$ cat src/rtl/tbase_pkg.sv
package tbase_pkg;

    localparam int REG_W  = 64;
    localparam int HALF_W = REG_W / 2;

    // attribute field positions
    localparam int SHR_LO  = 10;
    localparam int SHR_W   = 2;
    localparam int ICA_LO  = 7;
    localparam int ICA_W   = 3;
    localparam int OCA_LO  = 56;
    localparam int OCA_W   = 3;

    // encodings
    localparam logic [SHR_W-1:0] SHR_INNER = 2'd1;
    localparam logic [SHR_W-1:0] SHR_OUTER = 2'd2;
    localparam logic [ICA_W-1:0] CA_NCNB   = 3'd0;
    localparam logic [ICA_W-1:0] CA_NC     = 3'd1;
    localparam logic [ICA_W-1:0] CA_RAWB   = 3'd3;
    localparam logic [OCA_W-1:0] OCA_SAME  = 3'd0;

    typedef struct packed {
        logic [REG_W-1:0] val;
    } tbase_state_t;

    function automatic logic [REG_W-1:0] span(input int hi, input int lo);
        logic [REG_W-1:0] m;
        m = '0;
        for (int i = 0; i < REG_W; i++) begin
            if (i >= lo && i <= hi) m[i] = 1'b1;
        end
        return m;
    endfunction

    // reserved bits, including the address bits 51:48 shared by both variants
    function automatic logic [REG_W-1:0] rsv_mask(input bit pend);
        logic [REG_W-1:0] m;
        m = span(51, 48) | span(55, 52);
        if (pend) begin
            m = m | span(63, 63) | span(61, 59) | span(15, 12) | span(6, 0);
        end else begin
            m = m | span(63, 59) | span(6, 5);
        end
        return m;
    endfunction

endpackage

$ cat src/rtl/tbase_merge.sv
module tbase_merge
    import tbase_pkg::*;
(
    input  logic [REG_W-1:0] old_i,
    input  logic [REG_W-1:0] data_i,
    input  logic             hi_i,
    input  logic             full_i,
    output logic [REG_W-1:0] merged_o
);

    logic [HALF_W-1:0] lo_half;
    logic [HALF_W-1:0] up_half;

    always_comb begin
        if (full_i) begin
            lo_half = data_i[HALF_W-1:0];
            up_half = data_i[REG_W-1:HALF_W];
        end else if (hi_i) begin
            lo_half = old_i[HALF_W-1:0];
            up_half = data_i[HALF_W-1:0];
        end else begin
            lo_half = data_i[HALF_W-1:0];
            up_half = old_i[REG_W-1:HALF_W];
        end
        merged_o = {up_half, lo_half};
    end

endmodule

$ cat src/rtl/tbase_sanitise.sv
module tbase_sanitise
    import tbase_pkg::*;
#(
    parameter bit PEND_TABLE = 1'b0
) (
    input  logic [REG_W-1:0] raw_i,
    output logic [REG_W-1:0] clean_o
);

    logic [REG_W-1:0] rsv;
    logic [SHR_W-1:0] shr_in, shr_out;
    logic [ICA_W-1:0] ica_in, ica_out;
    logic [OCA_W-1:0] oca_in, oca_out;
    logic [REG_W-1:0] fixed;

    generate
        if (PEND_TABLE) begin : g_pend
            assign rsv = rsv_mask(1'b1);
        end else begin : g_prop
            assign rsv = rsv_mask(1'b0);
        end
    endgenerate

    always_comb begin
        shr_in = raw_i[SHR_LO +: SHR_W];
        ica_in = raw_i[ICA_LO +: ICA_W];
        oca_in = raw_i[OCA_LO +: OCA_W];

        shr_out = (shr_in == SHR_OUTER) ? SHR_INNER : shr_in;
        ica_out = (ica_in == CA_NCNB || ica_in == CA_NC) ? CA_RAWB : ica_in;
        oca_out = (oca_in == OCA_SAME || oca_in == CA_NC) ? oca_in : CA_NC;

        fixed = raw_i;
        fixed[SHR_LO +: SHR_W] = shr_out;
        fixed[ICA_LO +: ICA_W] = ica_out;
        fixed[OCA_LO +: OCA_W] = oca_out;
        clean_o = fixed & ~rsv;
    end

    // rewritten fields never carry an unsupported code
    always_comb begin
        assert_field_codes_R5: assert (clean_o[SHR_LO +: SHR_W] != SHR_OUTER);
        assert_inner_code_R6:  assert (clean_o[ICA_LO +: ICA_W] > CA_NC);
        assert_outer_code_R7:  assert (clean_o[OCA_LO +: OCA_W] <= CA_NC);
    end

endmodule

$ cat src/rtl/tbase_reg.sv
module tbase_reg
    import tbase_pkg::*;
#(
    parameter bit PEND_TABLE = 1'b0
) (
    input  logic             clk,
    input  logic             rst_n,
    input  logic             wr_en_i,
    input  logic             wr_hi_i,
    input  logic             wr_full_i,
    input  logic [REG_W-1:0] wr_data_i,
    input  logic             lock_i,
    output logic [REG_W-1:0] base_o
);

    localparam logic [REG_W-1:0] RSV = rsv_mask(PEND_TABLE);

    tbase_state_t st_d, st_q;
    logic [REG_W-1:0] merged;
    logic [REG_W-1:0] cleaned;

    tbase_merge merge_i (
        .old_i    (st_q.val),
        .data_i   (wr_data_i),
        .hi_i     (wr_hi_i),
        .full_i   (wr_full_i),
        .merged_o (merged)
    );

    tbase_sanitise #(.PEND_TABLE(PEND_TABLE)) san_i (
        .raw_i   (merged),
        .clean_o (cleaned)
    );

    always_comb begin
        st_d = st_q;
        if (wr_en_i && !lock_i) begin
            st_d.val = cleaned;
        end
    end

    always_ff @(posedge clk or negedge rst_n) begin
        if (!rst_n) begin
            st_q <= '0;
        end else begin
            st_q <= st_d;
        end
    end

    assign base_o = st_q.val;

    // a locked write leaves the register untouched
    assert_locked_hold_R2: assert property (@(posedge clk) disable iff (!rst_n)
        (wr_en_i && lock_i) |=> $stable(base_o));

    // no write, no change
    assert_idle_hold_R11: assert property (@(posedge clk) disable iff (!rst_n)
        (!wr_en_i) |=> $stable(base_o));

    // an upper-half write keeps the lower half outside the attribute bits
    assert_other_half_R3: assert property (@(posedge clk) disable iff (!rst_n)
        (wr_en_i && !lock_i && !wr_full_i && wr_hi_i) |=> $stable(base_o[31:12]));

    // a lower-half write keeps the upper half outside the outer field
    assert_upper_kept_R3: assert property (@(posedge clk) disable iff (!rst_n)
        (wr_en_i && !lock_i && !wr_full_i && !wr_hi_i) |=> $stable(base_o[55:32]));

    // after an accepted write the inner field is legal
    assert_inner_after_wr_R6: assert property (@(posedge clk) disable iff (!rst_n)
        (wr_en_i && !lock_i) |=> (base_o[ICA_LO +: ICA_W] > CA_NC));

    // reserved bits stay clear in the stored value
    assert_rsv_clear_R8: assert property (@(posedge clk) disable iff (!rst_n)
        ((base_o & RSV) == '0));

    // stored attribute codes are always supported ones
    assert_stored_codes_R7: assert property (@(posedge clk) disable iff (!rst_n)
        (base_o[SHR_LO +: SHR_W] != SHR_OUTER) && (base_o[OCA_LO +: OCA_W] <= CA_NC));

endmodule

$ cat config.mk
export PLATFORM = sky130hd
export DESIGN_NAME = tbase_reg
export DESIGN_NICKNAME = d
export VERILOG_FILES = /design/src/rtl/tbase_pkg.sv /design/src/rtl/tbase_merge.sv /design/src/rtl/tbase_sanitise.sv /design/src/rtl/tbase_reg.sv
export SDC_FILE = /design/constraint.sdc
export NUM_CORES = 1
export LEC_CHECK = 0
export ABC_AREA = 1
export ABC_CLOCK_PERIOD_IN_PS = 2500
export BUFFER_PORTS_ARGS = -buffer_cell sky130_fd_sc_hd__buf_2
export CAP_MARGIN = 20
export CORE_UTILIZATION = 49
export CTS_BUF_LIST = sky130_fd_sc_hd__clkbuf_4
export CTS_CLUSTER_DIAMETER = 50
export DETAILED_ROUTE_END_ITERATION = 7
export HOLD_SLACK_MARGIN = 0.1
export PLACE_DENSITY = 0.91
export SLEW_MARGIN = 20
export SYNTH_ARGS = -nofsm -noshare
export SYNTH_HDL_FRONTEND = slang
export SYNTH_SLANG_ARGS = --single-unit
$ cat constraint.sdc
create_clock -name clk -period 2.5 [get_ports clk]
set_input_delay 0.625 -clock clk [delete_from_list [all_inputs] [get_ports clk]]
set_output_delay 0.625 -clock clk [all_outputs]
set_load 0.05 [all_outputs]
==> results.sh, run 1 <==
export IMPL_synth_largest_area_cell="dfrtp_1"
export IMPL_nFillCells=410
export IMPL_fin_nets=451
export IMPL_via_count=2096
export IMPL_slowest_stage="dfrtp_1"
export IMPL_drv_slew=0
export IMPL_synth_xor_area_frac=0
export IMPL_cts_root_buf="clkbuf_4"
export IMPL_wirelength_mm=5.349
export IMPL_slew_headroom=0.5291
export IMPL_routed_via_density=4.841
export IMPL_max_stage_delay_ns=0.40
export IMPL_hold_path_class="input port to asynchronous set/reset pin"
export IMPL_dp_slack_ns=0.4624
export IMPL_power_uw=2145
export IMPL_cts_resized=0
export IMPL_track_usage=0.2325
export IMPL_clk_pin_slew_ns=0.14
export IMPL_clock_latency_ns=0.36
export IMPL_max_freq_ghz=0.5972
export IMPL_postCtsSetupBuffers=0
export IMPL_ys_seq_area_frac=0.5329
export IMPL_power_leakage_uw=0.001657
export IMPL_synthSimpleGateAreaFrac=0.2539
export IMPL_cts_tree="yes"
export IMPL_rsz0062_at_grt="no"
export IMPL_grt_overflow=0
export IMPL_min_period_ns=1.675
export IMPL_switching_share=0.4459
export IMPL_die_x_um=70.53
export IMPL_drive_gt1_frac=0.3123
export IMPL_cp_top_family="flip-flops"
export IMPL_path_depth=1
export IMPL_critical_path_buf_inv_count=1
export IMPL_dpl_cell_area_um2=2795
export IMPL_synthAdderAreaFrac=0
export IMPL_violations="design-rule violations"
export IMPL_grt_max_degree=50
export IMPL_syn_inst=280
export IMPL_rr_worst_depth=4
export IMPL_port_buffers=105
export IMPL_synth_top_family_by_area="simple AND/OR/NAND/NOR gates"
export IMPL_place_inst=426
export IMPL_cts_buffers=5
export IMPL_finalWorstSetupSlack_ns=0.8255
export IMPL_path_cells="buf_2"
export IMPL_tns_ns=0
export IMPL_internal_power_uw=1189
export IMPL_outcome="complete, but fails checks"
export IMPL_post_drt_wl_per_cell_um=12.35
export IMPL_core_um2=4444
export IMPL_ys_flop_type="dfrtp_1"
export IMPL_avgSynthCellArea_um2=8.218
export IMPL_critPathKind="flop to output port"
export IMPL_final_hold_viol_count=0
export IMPL_synth_seq_cells=49
export IMPL_yosysWarnings=0
export IMPL_grt_pass1_wl_mm=8.997
export IMPL_finalCritPeriodShare=0.6698
export IMPL_final_cells=433
export IMPL_pwr_share_seq=0.451
export IMPL_place_gp_congestion=0.7277
export IMPL_postCtsHoldBufs=0
export IMPL_dieArea_um2=4974
export IMPL_multi_input_area_um2=892.1
export IMPL_vdd_ir_drop_max_mv=0.3878
export IMPL_htreeDepth=2
export IMPL_die_h_um=70.53
export IMPL_worstPathArrival_ns=1.05
export IMPL_start_util=0.5177
export IMPL_regMostFlops="base_o"
export IMPL_switching_power_uw=956.5
export IMPL_synth_distinct_cells=14
export IMPL_ff_latch_area_um2=1226
export IMPL_finalSetupViolCount=0
export IMPL_drt_iter0_drc=88
export IMPL_synth_edff_count=0
export IMPL_comb_power_share=0.390
export IMPL_worst_clock_skew_ns=0.002925
export IMPL_p_per_area_nw_per_um2=752.3
export IMPL_start_kind="flop"
export IMPL_pin_count=134
export IMPL_antenna_found_initial=0
export IMPL_synthesis_area_um2=2301
export IMPL_post_synth_top_count_cell="nand2_1"
export IMPL_cts_sinks=49
export IMPL_drc=20
export IMPL_postLayoutCellArea_um2=2851
export IMPL_tightest_slew_ns=0.7037
export IMPL_dp_hpwl_mm=3.760
export IMPL_area_growth_pct=23.93
export IMPL_crit_required_ns=1.88
export IMPL_yosysTopAreaCellShare=0.5329
export IMPL_synth_common_cells="nand2_1, dfrtp_1, nand3_1, o21ai_0, buf_4"
export IMPL_cp_max_fo=3
export IMPL_synth_area_top_cells="dfrtp_1, nand2_1, buf_4"
export IMPL_firstDrtPassIters=7
export IMPL_antennaDiodeCount=0
export IMPL_synth_compound_area_share=0.1044
export IMPL_crit_path_end_kind="output port"
export IMPL_ant_nets=0
export IMPL_reg2reg_setup_slack_ns=1.57
export IMPL_top_regs="base_o: 49 flops"
export IMPL_grt_pass1_vias=1976
export IMPL_drv_cap=0
export IMPL_num_rows=24
export IMPL_async_flop_share=1.000
export IMPL_largest_register_ffs=49
export IMPL_clockBufferDepth=2
export IMPL_clockPowerShare=0.159
export IMPL_synth_area_mux_share=0
power by group through the flow:
stage | clock network [µW] | registers, µW | logic, µW
floorplan | 0 | 1390 | 224
global placement | 0 | 977 | 826
detailed placement | 0 | 982 | 841
CTS | 350 | 967 | 841
global route | 385 | 981 | 891
finish | 342 | 967 | 836
kinds of logic after synthesis:
| group | Yosys count |
|---|---|
| and+or+nand+nor | 145 |
| DFF | 49 |
| buffers and inverters | 45 |
| AOI/OAI and AO/OA | 40 |
| other | 1 |
path summary, 6_finish.rpt:
kind | from | endpoint
worst max-delay path | base_o[10]$_DFFE_PN0P_ | base_o[10]
max in group asynchronous | rst_n | base_o[30]$_DFFE_PN0P_
worst min register to register | base_o[0]$_DFFE_PN0P_ | base_o[0]$_DFFE_PN0P_
worst min-delay path | rst_n | base_o[17]$_DFFE_PN0P_
min in group clk | wr_data_i[17] | base_o[17]$_DFFE_PN0P_
worst max register to register | base_o[10]$_DFFE_PN0P_ | base_o[10]$_DFFE_PN0P_
layout make-up:
type	count	share of cell area
inverter	15	0.01975
tap	52	0.02282
timing repair buffer	110	0.1975
multi-input combinational	200	0.3129
clock inverter	2	0.003949
sequential	49	0.4300
clock buffer	5	0.01316
cells in the final DEF (no fill, tap or decap), drive strengths merged:
master / count
a21boi: 16
buf: 110
clkbuf: 5
clkinv: 1
clkinvlp: 1
conb: 15
dfrtp: 49
inv: 15
nand2: 108
nand3: 24
nor2: 13
o21ai: 24
metal layers:
metal  vias to the layer above  wire length (µm)  part of all wire  GRT usage
met5                         -                 0                 0          0
met4                         0                64             0.012    0.06122
met3                         6               330             0.062    0.05339
met2                        80              2721              0.51     0.4272
met1                       961              2232              0.42     0.2729
li1                       1049                 -                 -          -
per-stage QoR:
stage	util	hold slack, ns
after global placement	0.6289	0.4479
after CTS	0.6399	0.3539
after global routing	0.6416	0.3718
after detailed placement	0.6289	0.4531
after floorplan	-	0.3294
final	0.6416	0.3308
(Power assumes the default switching activity.)
==> inputs of run 2 (changes only) <==
--- a/config.mk
+++ b/config.mk
@@ -6,15 +6,15 @@
 export NUM_CORES = 1
 export LEC_CHECK = 0
 export ABC_AREA = 1
-export ABC_CLOCK_PERIOD_IN_PS = 2500
+export ABC_CLOCK_PERIOD_IN_PS = 1700
 export BUFFER_PORTS_ARGS = -buffer_cell sky130_fd_sc_hd__buf_2
 export CAP_MARGIN = 20
-export CORE_UTILIZATION = 49
+export CORE_UTILIZATION = 45
 export CTS_BUF_LIST = sky130_fd_sc_hd__clkbuf_4
 export CTS_CLUSTER_DIAMETER = 50
 export DETAILED_ROUTE_END_ITERATION = 7
 export HOLD_SLACK_MARGIN = 0.1
-export PLACE_DENSITY = 0.91
+export PLACE_DENSITY = 0.85
 export SLEW_MARGIN = 20
 export SYNTH_ARGS = -nofsm -noshare
 export SYNTH_HDL_FRONTEND = slang
==> constraint.sdc (replaced) <==
create_clock -name clk -period 1.7 [get_ports clk]
set_input_delay 0.425 -clock clk [delete_from_list [all_inputs] [get_ports clk]]
set_output_delay 0.425 -clock clk [all_outputs]
set_load 0.05 [all_outputs]
==> run 2 against run 1 <==
The flow now finishes without violations. Sequential cell count stayed put. Core utilization shrank 3.0 points. Power grew 48%. Combinational power increased by 50%. Critical path depth unchanged. Largest power group unchanged. Highest routed layer unchanged.
==> results.sh, run 2 (synthesized netlist as in run 1, its figures left out) <==
export IMPL_outcome="complete, no violations"
export IMPL_dp_slack_ns=0.2392
export IMPL_grt_max_degree=34
export IMPL_dieArea_um2=5403
export IMPL_cp_top_family="flip-flops"
export IMPL_clockBufferDepth=2
export IMPL_place_gp_congestion=0.7338
export IMPL_antennaDiodeCount=0
export IMPL_top_regs="base_o: 49 flops"
export IMPL_track_usage=0.2121
export IMPL_multi_input_area_um2=884.6
export IMPL_min_period_ns=1.456
export IMPL_drive_gt1_frac=0.3204
export IMPL_critical_path_buf_inv_count=1
export IMPL_cts_resized=0
export IMPL_ant_nets=0
export IMPL_largest_register_ffs=49
export IMPL_finalSetupViolCount=0
export IMPL_via_count=2119
export IMPL_start_kind="flop"
export IMPL_drv_slew=0
export IMPL_comb_power_share=0.394
export IMPL_rr_worst_depth=4
export IMPL_clockPowerShare=0.158
export IMPL_hold_path_class="input port to flop"
export IMPL_switching_power_uw=1394
export IMPL_wirelength_mm=5.451
export IMPL_antenna_found_initial=0
export IMPL_path_cells="buf_2"
export IMPL_drc=0
export IMPL_slowest_stage="dfrtp_1"
export IMPL_die_x_um=73.51
export IMPL_ff_latch_area_um2=1226
export IMPL_final_hold_viol_count=0
export IMPL_die_h_um=73.51
export IMPL_mostFrequentLayoutCell="nand2_1"
export IMPL_drt_iter0_drc=97
export IMPL_postCtsSetupBuffers=0
export IMPL_final_cell_mix="nand2_1, buf_2, dfrtp_1"
export IMPL_cp_max_fo=3
export IMPL_grt_pass1_vias=1939
export IMPL_port_buffers=105
export IMPL_path_depth=1
export IMPL_nFillCells=460
export IMPL_grt_pass1_wl_mm=8.687
export IMPL_crit_required_ns=1.27
export IMPL_cts_tree="yes"
export IMPL_regMostFlops="base_o"
export IMPL_dp_hpwl_mm=4.125
export IMPL_pin_count=134
export IMPL_fin_nets=457
export IMPL_clk_pin_slew_ns=0.13
export IMPL_pwr_share_seq=0.448
export IMPL_crit_path_end_kind="output port"
export IMPL_clock_latency_ns=0.35
export IMPL_worst_clock_skew_ns=0.0005064
export IMPL_tns_ns=0
export IMPL_area_growth_pct=28.11
export IMPL_holdPathStages=3
export IMPL_power_leakage_uw=0.001702
export IMPL_critPathKind="flop to output port"
export IMPL_num_rows=25
export IMPL_switching_share=0.4385
export IMPL_cts_root_buf="clkbuf_4"
export IMPL_htreeDepth=2
export IMPL_cts_buffers=5
export IMPL_firstDrtPassIters=4
export IMPL_vdd_ir_drop_max_mv=0.5423
export IMPL_tightest_slew_ns=0.5025
export IMPL_max_stage_delay_ns=0.40
export IMPL_finalCritPeriodShare=0.8567
export IMPL_grt_overflow=0
export IMPL_rsz0062_at_grt="no"
export IMPL_p_per_area_nw_per_um2=1078
export IMPL_post_drt_wl_per_cell_um=12.01
export IMPL_start_util=0.4777
export IMPL_drv_cap=0
export IMPL_cts_sinks=49
export IMPL_core_um2=4817
export IMPL_internal_power_uw=1784
export IMPL_finalWorstSetupSlack_ns=0.2436
export IMPL_max_freq_ghz=0.6866
export IMPL_slew_headroom=0.6650
export IMPL_routed_via_density=4.667
export IMPL_worstPathArrival_ns=1.03
run 2: worst paths after layout:
check                                            start                     end  slack, ns
worst max register to register  base_o[10]$_DFFE_PN0P_  base_o[10]$_DFFE_PN0P_       0.76
max in group asynchronous                        rst_n  base_o[56]$_DFFE_PN0P_       0.60
worst max-delay path            base_o[10]$_DFFE_PN0P_              base_o[10]       0.24
worst min register to register  base_o[20]$_DFFE_PN0P_  base_o[20]$_DFFE_PN0P_       0.48
worst min-delay path                     wr_data_i[22]  base_o[22]$_DFFE_PN0P_       0.30
min in group asynchronous                        rst_n  base_o[32]$_DFFE_PN0P_       0.56
run 2: area by class of cell:
class                           count  share of cell area
Clock buffer                        6             0.01528
Clock inverter                      1            0.001273
Inverter                           15             0.01910
Multi-Input combinational cell    200              0.3001
Sequential cell                    49              0.4160
Tap cell                           67             0.02844
Timing Repair Buffer              116              0.2199
run 2: worst min-delay path: stages:
cell	delay, ns
buf_2	0.07
nand3_1	0.06
nand2_1	0.06
run 2: what timing repair did:
| item | CTS | global route |
|---|---|---|
| endpoints found under the hold margin | 20 | 0 |
| hold buffers | 1 | 0 |
| endpoints found under the setup margin | 0 | 0 |
run 2: layer usage:
metal | share of wire | GRT usage | wire [µm]
met1 | 0.44 | 0.2615 | 2382
met2 | 0.49 | 0.3710 | 2698
met3 | 0.059 | 0.05350 | 324
met4 | 0.0084 | 0.05128 | 46
met5 | 0 | 0 | 0
run 2: per-stage QoR:
stage                     cells  hold WS, ns  utilization  instance area (µm²)  power [µW]
after floorplan             294       0.1294            -                 2354        2373
after global placement      446       0.4178       0.5997                 2889        2675
after detailed placement    446       0.4258       0.5997                 2889        2706
after CTS                   454       0.2848       0.6119                 2948        3208
after global routing        454       0.2857       0.6119                 2948        3357
final                       454       0.2985       0.6119                 2948        3178
run 2: power groups by stage:
stage / Clock (µW) / Combinational [µW] / Sequential, µW
3_5_place_dp: 0 / 1260 / 1450
5_1_grt: 568 / 1340 / 1450
6_report: 503 / 1250 / 1420
3_3_place_gp: 0 / 1240 / 1440
4_1_cts: 522 / 1260 / 1420
2_1_floorplan: 0 / 329 / 2040
==> inputs of run 3 (changes only) <==
--- a/config.mk
+++ b/config.mk
@@ -10,8 +10,8 @@
 export BUFFER_PORTS_ARGS = -buffer_cell sky130_fd_sc_hd__buf_2
 export CAP_MARGIN = 20
 export CORE_UTILIZATION = 45
-export CTS_BUF_LIST = sky130_fd_sc_hd__clkbuf_4
-export CTS_CLUSTER_DIAMETER = 50
+export CTS_BUF_LIST = sky130_fd_sc_hd__clkbuf_8
+export CTS_CLUSTER_DIAMETER = 80
 export DETAILED_ROUTE_END_ITERATION = 7
 export HOLD_SLACK_MARGIN = 0.1
 export PLACE_DENSITY = 0.85
==> run 3 against run 2 <==
Sequential cell count stayed put. Via count grew 0.14%. Critical path depth is the same. Wire length increased by 0.37%. Register-to-register slack is essentially flat. Critical endpoint unchanged.
==> results.sh, run 3 (synthesized netlist as in run 1, its figures left out) <==
export IMPL_outcome="complete, no violations"
export IMPL_max_stage_delay_ns=0.38
export IMPL_tns_ns=0
export IMPL_path_depth=1
export IMPL_fin_nets=456
export IMPL_final_hold_viol_count=0
export IMPL_nFillCells=458
export IMPL_cts_resized=0
export IMPL_grt_overflow=0
export IMPL_die_h_um=73.51
export IMPL_grt_pass1_wl_mm=8.645
export IMPL_mostFrequentLayoutCell="nand2_1"
export IMPL_place_gp_congestion=0.7338
export IMPL_grt_max_degree=34
export IMPL_slew_headroom=0.6640
export IMPL_via_count=2122
export IMPL_path_cells="buf_2"
export IMPL_postCtsHoldBufs=0
export IMPL_max_freq_ghz=0.7224
export IMPL_place_inst=446
export IMPL_top_regs="base_o: 49 flops"
export IMPL_track_usage=0.2103
export IMPL_cts_tree="yes"
export IMPL_postLayoutCellArea_um2=2975
export IMPL_cp_top_family="flip-flops"
export IMPL_port_buffers=105
export IMPL_antennaDiodeCount=0
export IMPL_finalCritPeriodShare=0.8142
export IMPL_cp_max_fo=3
export IMPL_num_rows=25
export IMPL_post_drt_wl_per_cell_um=12.08
export IMPL_die_x_um=73.51
export IMPL_start_kind="flop"
export IMPL_rr_worst_depth=4
export IMPL_firstDrtPassIters=4
export IMPL_core_um2=4817
export IMPL_drive_gt1_frac=0.3212
export IMPL_drv_cap=0
export IMPL_power_leakage_uw=0.001717
export IMPL_dpl_cell_area_um2=2889
export IMPL_htreeDepth=2
export IMPL_worst_clock_skew_ns=0.0003421
export IMPL_drt_iter0_drc=99
export IMPL_clk_pin_slew_ns=0.09
export IMPL_worstPathArrival_ns=0.96
export IMPL_critical_path_buf_inv_count=1
export IMPL_p_per_area_nw_per_um2=1125
export IMPL_final_cells=453
export IMPL_min_period_ns=1.384
export IMPL_dieArea_um2=5403
export IMPL_wirelength_mm=5.471
export IMPL_cts_sinks=49
export IMPL_critPathKind="flop to output port"
export IMPL_grt_pass1_vias=1925
export IMPL_area_growth_pct=29.31
export IMPL_antenna_found_initial=0
export IMPL_vdd_ir_drop_max_mv=0.4776
export IMPL_clockBufferDepth=2
export IMPL_start_util=0.4777
export IMPL_drv_slew=0
export IMPL_rsz0062_at_grt="no"
export IMPL_r2r_start="base_o[10]$_DFFE_PN0P_"
export IMPL_regMostFlops="base_o"
export IMPL_crit_path_end_kind="output port"
export IMPL_cts_root_buf="clkbuf_8"
export IMPL_largest_register_ffs=49
export IMPL_crit_start="base_o[10]$_DFFE_PN0P_"
export IMPL_ant_nets=0
export IMPL_final_cell_mix="nand2_1, buf_2, dfrtp_1"
export IMPL_reg2reg_setup_slack_ns=0.77
export IMPL_tightest_slew_ns=0.5040
export IMPL_power_uw=3348
export IMPL_finalSetupViolCount=0
export IMPL_hold_path_class="input port to asynchronous set/reset pin"
export IMPL_cts_buffers=5
export IMPL_pin_count=134
export IMPL_slowest_stage="dfrtp_1"
export IMPL_clock_latency_ns=0.29
export IMPL_routed_via_density=4.684
export IMPL_dp_hpwl_mm=4.125
export IMPL_drc=0
export IMPL_crit_required_ns=1.27
export IMPL_postCtsSetupBuffers=0
## run 3: stage by stage
| step | hold WS, ns | util | setup WS [ns] |
|---|---|---|---|
| floorplan | 0.1294 | - | 0.4407 |
| global placement | 0.4178 | 0.5997 | 0.2500 |
| detailed placement | 0.4258 | 0.5997 | 0.2392 |
| CTS | 0.1024 | 0.6177 | 0.3035 |
| global route | 0.1177 | 0.6177 | 0.2629 |
| finish | 0.09073 | 0.6177 | 0.3158 |
## run 3: path summary, 6_finish.rpt
kind,to
worst max register to register,base_o[10]$_DFFE_PN0P_
worst max-delay path,base_o[10]
worst min-delay path,base_o[32]$_DFFE_PN0P_
min in group clk,base_o[22]$_DFFE_PN0P_
max in group asynchronous,base_o[56]$_DFFE_PN0P_
worst min register to register,base_o[20]$_DFFE_PN0P_
## run 3: report_power, final
group          switching [µW]  total (µW)  internal (µW)
sequential               91.3        1420           1330
combinational             967        1250            284
clock                     356         673            317
total                    1410        3350           1930
## run 3: layout make-up
type                       count  area [µm²]  area share
clock inverter                 1       3.754    0.001262
sequential                    49        1226      0.4121
tap                           67       83.83     0.02817
multi-input combinational    200       884.6      0.2973
timing repair buffer         115       638.1      0.2145
clock buffer                   6       82.58     0.02775
inverter                      15       56.30     0.01892
## run 3: layer usage
metal	up-vias	global-route usage	share of wire	wire length, µm
li1	1061	-	-	-
met1	968	0.2650	0.44	2420
met2	87	0.3670	0.49	2678
met3	6	0.04938	0.061	333
met4	0	0.04487	0.0071	39
met5	-	0	0	0
